**config.mk**
```make
export PLATFORM = sky130hd
export DESIGN_NAME = cop_seq
export DESIGN_NICKNAME = d
export VERILOG_FILES = /design/src/rtl/cop_seq_pkg.sv /design/src/rtl/cop_seq_irq_prio.sv /design/src/rtl/cop_seq_addr_chk.sv /design/src/rtl/cop_seq.sv
export SDC_FILE = /design/constraint.sdc
export NUM_CORES = 1
export LEC_CHECK = 0
export BUFFER_PORTS_ARGS = -buffer_cell sky130_fd_sc_hd__buf_4
export CORE_MARGIN = 3
export CORE_UTILIZATION = 50
export CTS_BUF_LIST = sky130_fd_sc_hd__clkbuf_4
export DETAILED_ROUTE_END_ITERATION = 6
export PLACE_DENSITY = 0.88
export RECOVER_POWER = 25
export SLEW_MARGIN = 40
export SYNTH_ARGS = -nofsm -noshare
export SYNTH_HDL_FRONTEND = slang
export SYNTH_SLANG_ARGS = --single-unit
```
**constraint.sdc**
```tcl
create_clock -name clk -period 5.25 [get_ports clk]
set_input_delay 0.2625 -clock clk [delete_from_list [all_inputs] [get_ports clk]]
set_output_delay 0.2625 -clock clk [all_outputs]
set_load 0.05 [all_outputs]
```
**src/rtl/cop_seq_pkg.sv**
```systemverilog
package cop_seq_pkg;
  typedef enum logic [2:0] {
    OP_TO_CP = 3'd0, OP_FROM_CP = 3'd1, OP_DATA = 3'd2, OP_LOAD = 3'd3, OP_STORE = 3'd4
  } op_e;
  typedef enum logic [2:0] {
    PH_FIRST = 3'd0, PH_BUSY = 3'd1, PH_INT = 3'd2, PH_XFER = 3'd3, PH_DATA = 3'd4
  } phase_e;
  typedef enum logic [1:0] {
    RS_READY = 2'd0, RS_BUSY = 2'd1, RS_CANT = 2'd2, RS_INC = 2'd3
  } resp_e;
  typedef enum logic [2:0] {
    RC_OK = 3'd0, RC_UNDEF = 3'd1, RC_CPABORT = 3'd2, RC_DABORT = 3'd3, RC_INTR = 3'd4
  } res_e;
  typedef enum logic [1:0] {
    SRC_NONE = 2'd0, SRC_RESET = 2'd1, SRC_FIQ = 2'd2, SRC_IRQ = 2'd3
  } src_e;
  typedef enum logic [1:0] {
    CY_NONE = 2'd0, CY_IDLE = 2'd1, CY_COP = 2'd2, CY_MEM = 2'd3
  } cyc_e;
endpackage

```
**src/rtl/cop_seq_irq_prio.sv**
```systemverilog
module cop_seq_irq_prio
  import cop_seq_pkg::*;
(
  input  logic       ext_rst_n,
  input  logic       fiq_n,
  input  logic       irq_n,
  input  logic       fiq_mask,
  input  logic       irq_mask,
  output logic       pending,
  output logic [1:0] src
);
  always_comb begin
    pending = 1'b1;
    src     = SRC_NONE;
    if (!ext_rst_n)                src = SRC_RESET;
    else if (!fiq_n && !fiq_mask)  src = SRC_FIQ;
    else if (!irq_n && !irq_mask)  src = SRC_IRQ;
    else                           pending = 1'b0;
  end
endmodule

```
**src/rtl/cop_seq_addr_chk.sv**
```systemverilog
module cop_seq_addr_chk #(
  parameter int ADDR_W     = 32,
  parameter int LEGAL_BITS = 26,
  parameter int VEC_BYTES  = 32
) (
  input  logic [ADDR_W-1:0] addr,
  output logic              addr_exc,
  output logic              vec_hit
);
  generate
    if (LEGAL_BITS >= ADDR_W) begin : g_no_limit
      assign addr_exc = 1'b0;
    end else begin : g_limit
      assign addr_exc = |addr[ADDR_W-1:LEGAL_BITS];
    end
  endgenerate
  assign vec_hit = addr < ADDR_W'(VEC_BYTES);
endmodule

```
**src/rtl/cop_seq.sv**
```systemverilog
module cop_seq
  import cop_seq_pkg::*;
#(
  parameter int ADDR_W     = 32,
  parameter int DATA_W     = 32,
  parameter int CP_COUNT   = 16,
  parameter int LEGAL_BITS = 26,
  parameter int VEC_BYTES  = 32,
  localparam int CPN_W     = $clog2(CP_COUNT)
) (
  input  logic              clk,
  input  logic              rst_n,
  input  logic              cmd_valid,
  output logic              cmd_ready,
  input  logic [2:0]        cmd_op,
  input  logic [CPN_W-1:0]  cmd_cpnum,
  input  logic [ADDR_W-1:0] cmd_addr,
  input  logic [DATA_W-1:0] cmd_wdata,
  input  logic [CP_COUNT-1:0] access_mask,
  input  logic              ext_rst_n,
  input  logic              fiq_n,
  input  logic              irq_n,
  input  logic              fiq_mask,
  input  logic              irq_mask,
  output logic              cp_valid,
  output logic [2:0]        cp_phase,
  output logic [CPN_W-1:0]  cp_num,
  output logic [DATA_W-1:0] cp_wdata,
  input  logic [1:0]        cp_resp,
  input  logic [DATA_W-1:0] cp_rdata,
  output logic              mem_req,
  input  logic              mem_ready,
  output logic              mem_we,
  output logic [ADDR_W-1:0] mem_addr,
  output logic [DATA_W-1:0] mem_wdata,
  input  logic [DATA_W-1:0] mem_rdata,
  input  logic              mem_abort,
  output logic [1:0]        cyc_kind,
  output logic              res_valid,
  output logic [2:0]        res_code,
  output logic [1:0]        res_src,
  output logic [DATA_W-1:0] res_rdata
);
  localparam logic [ADDR_W-1:0] WORD_STEP = ADDR_W'(4);

  typedef enum logic [3:0] {
    S_IDLE, S_QUERY, S_WAIT, S_INTQ, S_CCYC, S_ICYC,
    S_XFER, S_LMEM, S_LDATA, S_SDATA, S_SMEM
  } state_e;

  state_e            st;
  logic [2:0]        op_q;
  logic [CPN_W-1:0]  cpn_q;
  logic [ADDR_W-1:0] addr_q;
  logic [DATA_W-1:0] word_to_cp_q;
  logic [DATA_W-1:0] word_to_mem_q;
  logic [DATA_W-1:0] rd_q;
  logic              first_q;
  logic              more_q;
  logic              fault_q;
  logic [1:0]        src_q;

  logic       int_pend;
  logic [1:0] int_src;
  logic       a_exc, a_vec;
  logic       is_ldst_in, is_st_in, is_ldst_q;

  cop_seq_irq_prio u_prio (
    .ext_rst_n(ext_rst_n), .fiq_n(fiq_n), .irq_n(irq_n),
    .fiq_mask(fiq_mask), .irq_mask(irq_mask),
    .pending(int_pend), .src(int_src)
  );

  cop_seq_addr_chk #(.ADDR_W(ADDR_W), .LEGAL_BITS(LEGAL_BITS), .VEC_BYTES(VEC_BYTES)) u_achk (
    .addr(cmd_addr), .addr_exc(a_exc), .vec_hit(a_vec)
  );

  assign is_ldst_in = (cmd_op == OP_LOAD) || (cmd_op == OP_STORE);
  assign is_st_in   = (cmd_op == OP_STORE);
  assign is_ldst_q  = (op_q == OP_LOAD) || (op_q == OP_STORE);

  // Port-side decode of the current state
  assign cmd_ready = (st == S_IDLE);
  assign cp_valid  = (st == S_QUERY) || (st == S_INTQ) || (st == S_XFER) ||
                     (st == S_LDATA) || (st == S_SDATA);
  assign cp_num    = cpn_q;
  assign cp_wdata  = word_to_cp_q;
  assign mem_req   = (st == S_LMEM) || (st == S_SMEM);
  assign mem_we    = (st == S_SMEM);
  assign mem_addr  = addr_q;
  assign mem_wdata = word_to_mem_q;

  always_comb begin
    case (st)
      S_QUERY: cp_phase = first_q ? PH_FIRST : PH_BUSY;
      S_INTQ:  cp_phase = PH_INT;
      S_XFER:  cp_phase = PH_XFER;
      default: cp_phase = PH_DATA;
    endcase
    case (st)
      S_WAIT, S_ICYC: cyc_kind = CY_IDLE;
      S_CCYC:         cyc_kind = CY_COP;
      S_LMEM, S_SMEM: cyc_kind = CY_MEM;
      default:        cyc_kind = CY_NONE;
    endcase
  end

  always_ff @(posedge clk) begin
    if (!rst_n) begin
      st            <= S_IDLE;
      op_q          <= '0;
      cpn_q         <= '0;
      addr_q        <= '0;
      word_to_cp_q  <= '0;
      word_to_mem_q <= '0;
      rd_q          <= '0;
      first_q       <= 1'b0;
      more_q        <= 1'b0;
      fault_q       <= 1'b0;
      src_q         <= SRC_NONE;
      res_valid     <= 1'b0;
      res_code      <= RC_OK;
      res_src       <= SRC_NONE;
      res_rdata     <= '0;
    end else begin
      res_valid <= 1'b0;
      case (st)
        S_IDLE: if (cmd_valid) begin
          op_q         <= cmd_op;
          cpn_q        <= cmd_cpnum;
          addr_q       <= cmd_addr;
          word_to_cp_q <= cmd_wdata;
          first_q      <= 1'b1;
          rd_q         <= '0;
          fault_q      <= (is_ldst_in && a_exc) || (is_st_in && a_vec);
          if (!access_mask[cmd_cpnum]) begin
            res_valid <= 1'b1;
            res_code  <= RC_UNDEF;
            res_src   <= SRC_NONE;
            res_rdata <= '0;
          end else begin
            st <= S_QUERY;
          end
        end
        S_QUERY: begin
          first_q <= 1'b0;
          if (cp_resp == RS_BUSY) begin
            st <= S_WAIT;
          end else if (cp_resp == RS_CANT) begin
            st        <= S_IDLE;
            res_valid <= 1'b1;
            res_code  <= is_ldst_q ? RC_CPABORT : RC_UNDEF;
            res_src   <= SRC_NONE;
            res_rdata <= '0;
          end else begin
            case (op_q)
              OP_TO_CP:   st <= S_CCYC;
              OP_FROM_CP: begin rd_q <= cp_rdata; st <= S_CCYC; end
              OP_LOAD:    st <= S_XFER;
              OP_STORE:   st <= S_SDATA;
              default: begin
                st        <= S_IDLE;
                res_valid <= 1'b1;
                res_code  <= RC_OK;
                res_src   <= SRC_NONE;
                res_rdata <= '0;
              end
            endcase
          end
        end
        S_WAIT: begin
          src_q <= int_src;
          st    <= int_pend ? S_INTQ : S_QUERY;
        end
        S_INTQ: begin
          st        <= S_IDLE;
          res_valid <= 1'b1;
          res_code  <= RC_INTR;
          res_src   <= src_q;
          res_rdata <= '0;
        end
        S_CCYC: begin
          if (op_q == OP_FROM_CP) begin
            st <= S_ICYC;
          end else begin
            st        <= S_IDLE;
            res_valid <= 1'b1;
            res_code  <= RC_OK;
            res_src   <= SRC_NONE;
            res_rdata <= '0;
          end
        end
        S_ICYC: begin
          st        <= S_IDLE;
          res_valid <= 1'b1;
          res_code  <= RC_OK;
          res_src   <= SRC_NONE;
          res_rdata <= rd_q;
        end
        S_XFER: st <= S_LMEM;
        S_LMEM: if (mem_ready) begin
          word_to_cp_q <= mem_rdata;
          fault_q      <= fault_q | mem_abort;
          st           <= S_LDATA;
        end
        S_LDATA: begin
          if (cp_resp == RS_INC) begin
            addr_q <= addr_q + WORD_STEP;
            st     <= S_LMEM;
          end else begin
            st        <= S_IDLE;
            res_valid <= 1'b1;
            res_code  <= fault_q ? RC_DABORT : RC_OK;
            res_src   <= SRC_NONE;
            res_rdata <= '0;
          end
        end
        S_SDATA: begin
          word_to_mem_q <= cp_rdata;
          more_q        <= (cp_resp == RS_INC);
          st            <= S_SMEM;
        end
        S_SMEM: if (mem_ready) begin
          fault_q <= fault_q | mem_abort;
          if (more_q) begin
            addr_q <= addr_q + WORD_STEP;
            st     <= S_SDATA;
          end else begin
            st        <= S_IDLE;
            res_valid <= 1'b1;
            res_code  <= (fault_q || mem_abort) ? RC_DABORT : RC_OK;
            res_src   <= SRC_NONE;
            res_rdata <= '0;
          end
        end
        default: st <= S_IDLE;
      endcase
    end
  end
endmodule

```
==> flow_summary.ini <==
[floorplanning]
core_mm2 = 0.0154
die_h_um = 132
initial_core_util = 0.517
fp-row-count = 45
ioPinCount = 310
die_w_um = 132
dieArea_mm2 = 0.0175

[placement]
gp_congestion = 0.947
place_hpwl_um = 18900
io_buffers = 309

[cts]
cts_resized = 0
cts_tree = built
clkSlewWorstSetupHoldPaths_ps = 170
cts_max_level = 4
clock-sinks = 182
clkLatencyLatePin_ps = 590
numCtsBuffers = 17
root_buffer = clkbuf_4
cts.path.max_buffers = 2
postCtsHoldBufs = 71
post_cts_buffers = 0

[sta]
fin_crit_ps = 3020
setup_viol = 0
drv_slew = 0
fmax_mhz = 331
worst_pin_slew_ps = 767
fin_setup_tns_ps = 0
rsz0062_at_grt = no
skew_ps = 22.2
timing.slew.headroom = 0.485
timing.final.crit_share = 0.575
finalHoldViolCount = 0

[pwr]
seq_power_share = 0.494
power.density_mw_per_mm2 = 277
sw_frac_of_total = 0.367
p_leak_nw = 4.34
p_comb_frac = 0.250
vdd_drop_max_mv = 0.256
total_power_mw = 3.07
clkPwrFrac = 0.256
power.internal_mw = 1.94
p_sw_mw = 1.13

[synthesis]
synth_top_area_frac = 0.457
synth_warnings = 0
synth_seq_area_share = 0.457
syn_inst = 939
async_flop_share = 0
netlist_area_mm2 = 0.00798
synth_fp_nets = 1103
synthTopCellsByCount = 182 x dfxtp_1, 134 x nand2_1, 102 x nor2_1
synth_cell_type_count = 62
synth.most_common_cell = dfxtp_1
synth_top_cell_by_area = dfxtp_1
synthFlopType = dfxtp_1
ys_seq_elements = 182
avgSynthCellArea_um2 = 8.49
synth_edf_count = 0
synth_area_leaders = dfxtp_1 46%, nand2_1 6.3%, a21oi_1 5.9%

[final_layout]
regArea_mm2 = 0.00364
multiInputGateArea_mm2 = 0.00401
fillers = 1230
final_net_count = 1446
drive_gt1_frac = 0.222
syn2layout_area_growth_pct = 39.2

[drt]
first_pass_iters = 7
avgRoutedWirePerCell_um = 18.7
vias = 8918
drc = 1
ant_nets = 0
vias_per_cell = 5.90
finalWirelength_um = 28300
drt_iter0_drc = 899

[global_route]
grt_pass1_wl_um = 43600
grtUsageTotal = 0.304
overflow = 0
antenna_found_initial = 2
first_global_vias = 8497
grt_max_degree = 69

[critical_path]
cp_max_fo = 34
critPathKind = reg -> out
cp-end-kind = output port
worstPathArrival_ps = 2750
required_ps = 4990
worstRegToRegCells = 7
crit_path_start_kind = flop

[outcome]
violations = DRC
outcome = complete, but fails checks

[run]
max_cap_violations = 0

[hold_path]
hold_depth = 3
hold_class = in -> reg
-- worst max-delay path, cell delays in order, from the launching register on --
cell and delay, ps:
dfxtp_1 720, inv_1 240, nor3_4 190, buf_4 510, a21oi_1 170, nand2b_1 130, buf_4 200
-- power by group through the flow --
stage	logic, mW	registers (mW)	clock network [mW]
2_1_floorplan	0.269	1.73	0
3_3_place_gp	0.722	1.54	0
3_5_place_dp	0.737	1.54	0
4_1_cts	0.780	1.52	0.798
5_1_grt	0.814	1.53	0.864
6_report	0.769	1.52	0.786
-- area by class of cell --
type                    instances  share of cell area
multi-input cells             677               0.361
clock buffers                  17              0.0115
diodes                          5             0.00113
well taps                     211              0.0238
clock inverters                15              0.0141
repair buffers                394               0.256
inverters                      10             0.00361
flip-flops and latches        182               0.328
-- placed cells by master (no fill, tap or decap), types with 18 or more instances in the layout --
cell type      instances
buf_4                236
dfxtp_1              181
nand2_1              133
nor2_1               102
a21oi_1               94
clkbuf_1              82
dlygate4sd3_1         75
a22o_1                36
a22oi_1               36
mux2i_1               35
o21ai_0               34
a211oi_1              34
nand3_1               22
nor3_1                18
-- state kept, by name, indices dropped and copies added (netlist names), 4 cells and up --
signal and count:
rd_q 32, res_rdata 32, cp_num 4, st 4, mem_wdata 32, cp_wdata 32
mem_addr 32
-- cells by family after synthesis --
logic type      after synthesis  share of synthesized area
compound gates              278                      0.230
xor+xnor                      2                    0.00220
fa+ha+maj                     2                    0.00282
buf+inv                      80                     0.0431
flops                       182                      0.457
mux                          41                     0.0599
simple gates                354                      0.205
-- through the flow --
stage	std cells	worst slack, ps	hold slack (ps)	util	area, um2
2_1_floorplan	939	2600	363	-	7980
3_3_place_gp	1398	2330	440	0.670	10300
3_5_place_dp	1399	2390	443	0.671	10400
4_1_cts	1502	2030	0.278	0.736	11400
5_1_grt	1510	1960	2.50	0.719	11100
6_report	1511	2230	20.0	0.719	11100
-- metal layers --
metal / vias up / routed length [um] / track usage
met1: 4172 / 10600 / 0.357
met3: 112 / 2330 / 0.0832
met4: 0 / 1440 / 0.148
li1: 4110 / - / -
met2: 524 / 13900 / 0.514
met5: - / 0 / 0
-- final timing paths --
check,slack (ps),end,start
worst max-delay path,2230,cyc_kind[1],st[0]
worst min-delay path,20,cp_wdata[4],cmd_wdata[4]
worst max register to register,2260,cp_wdata[27],st[0]
worst min register to register,460,mem_wdata[27],mem_wdata[27]
Power figures use the tool's default switching activity.
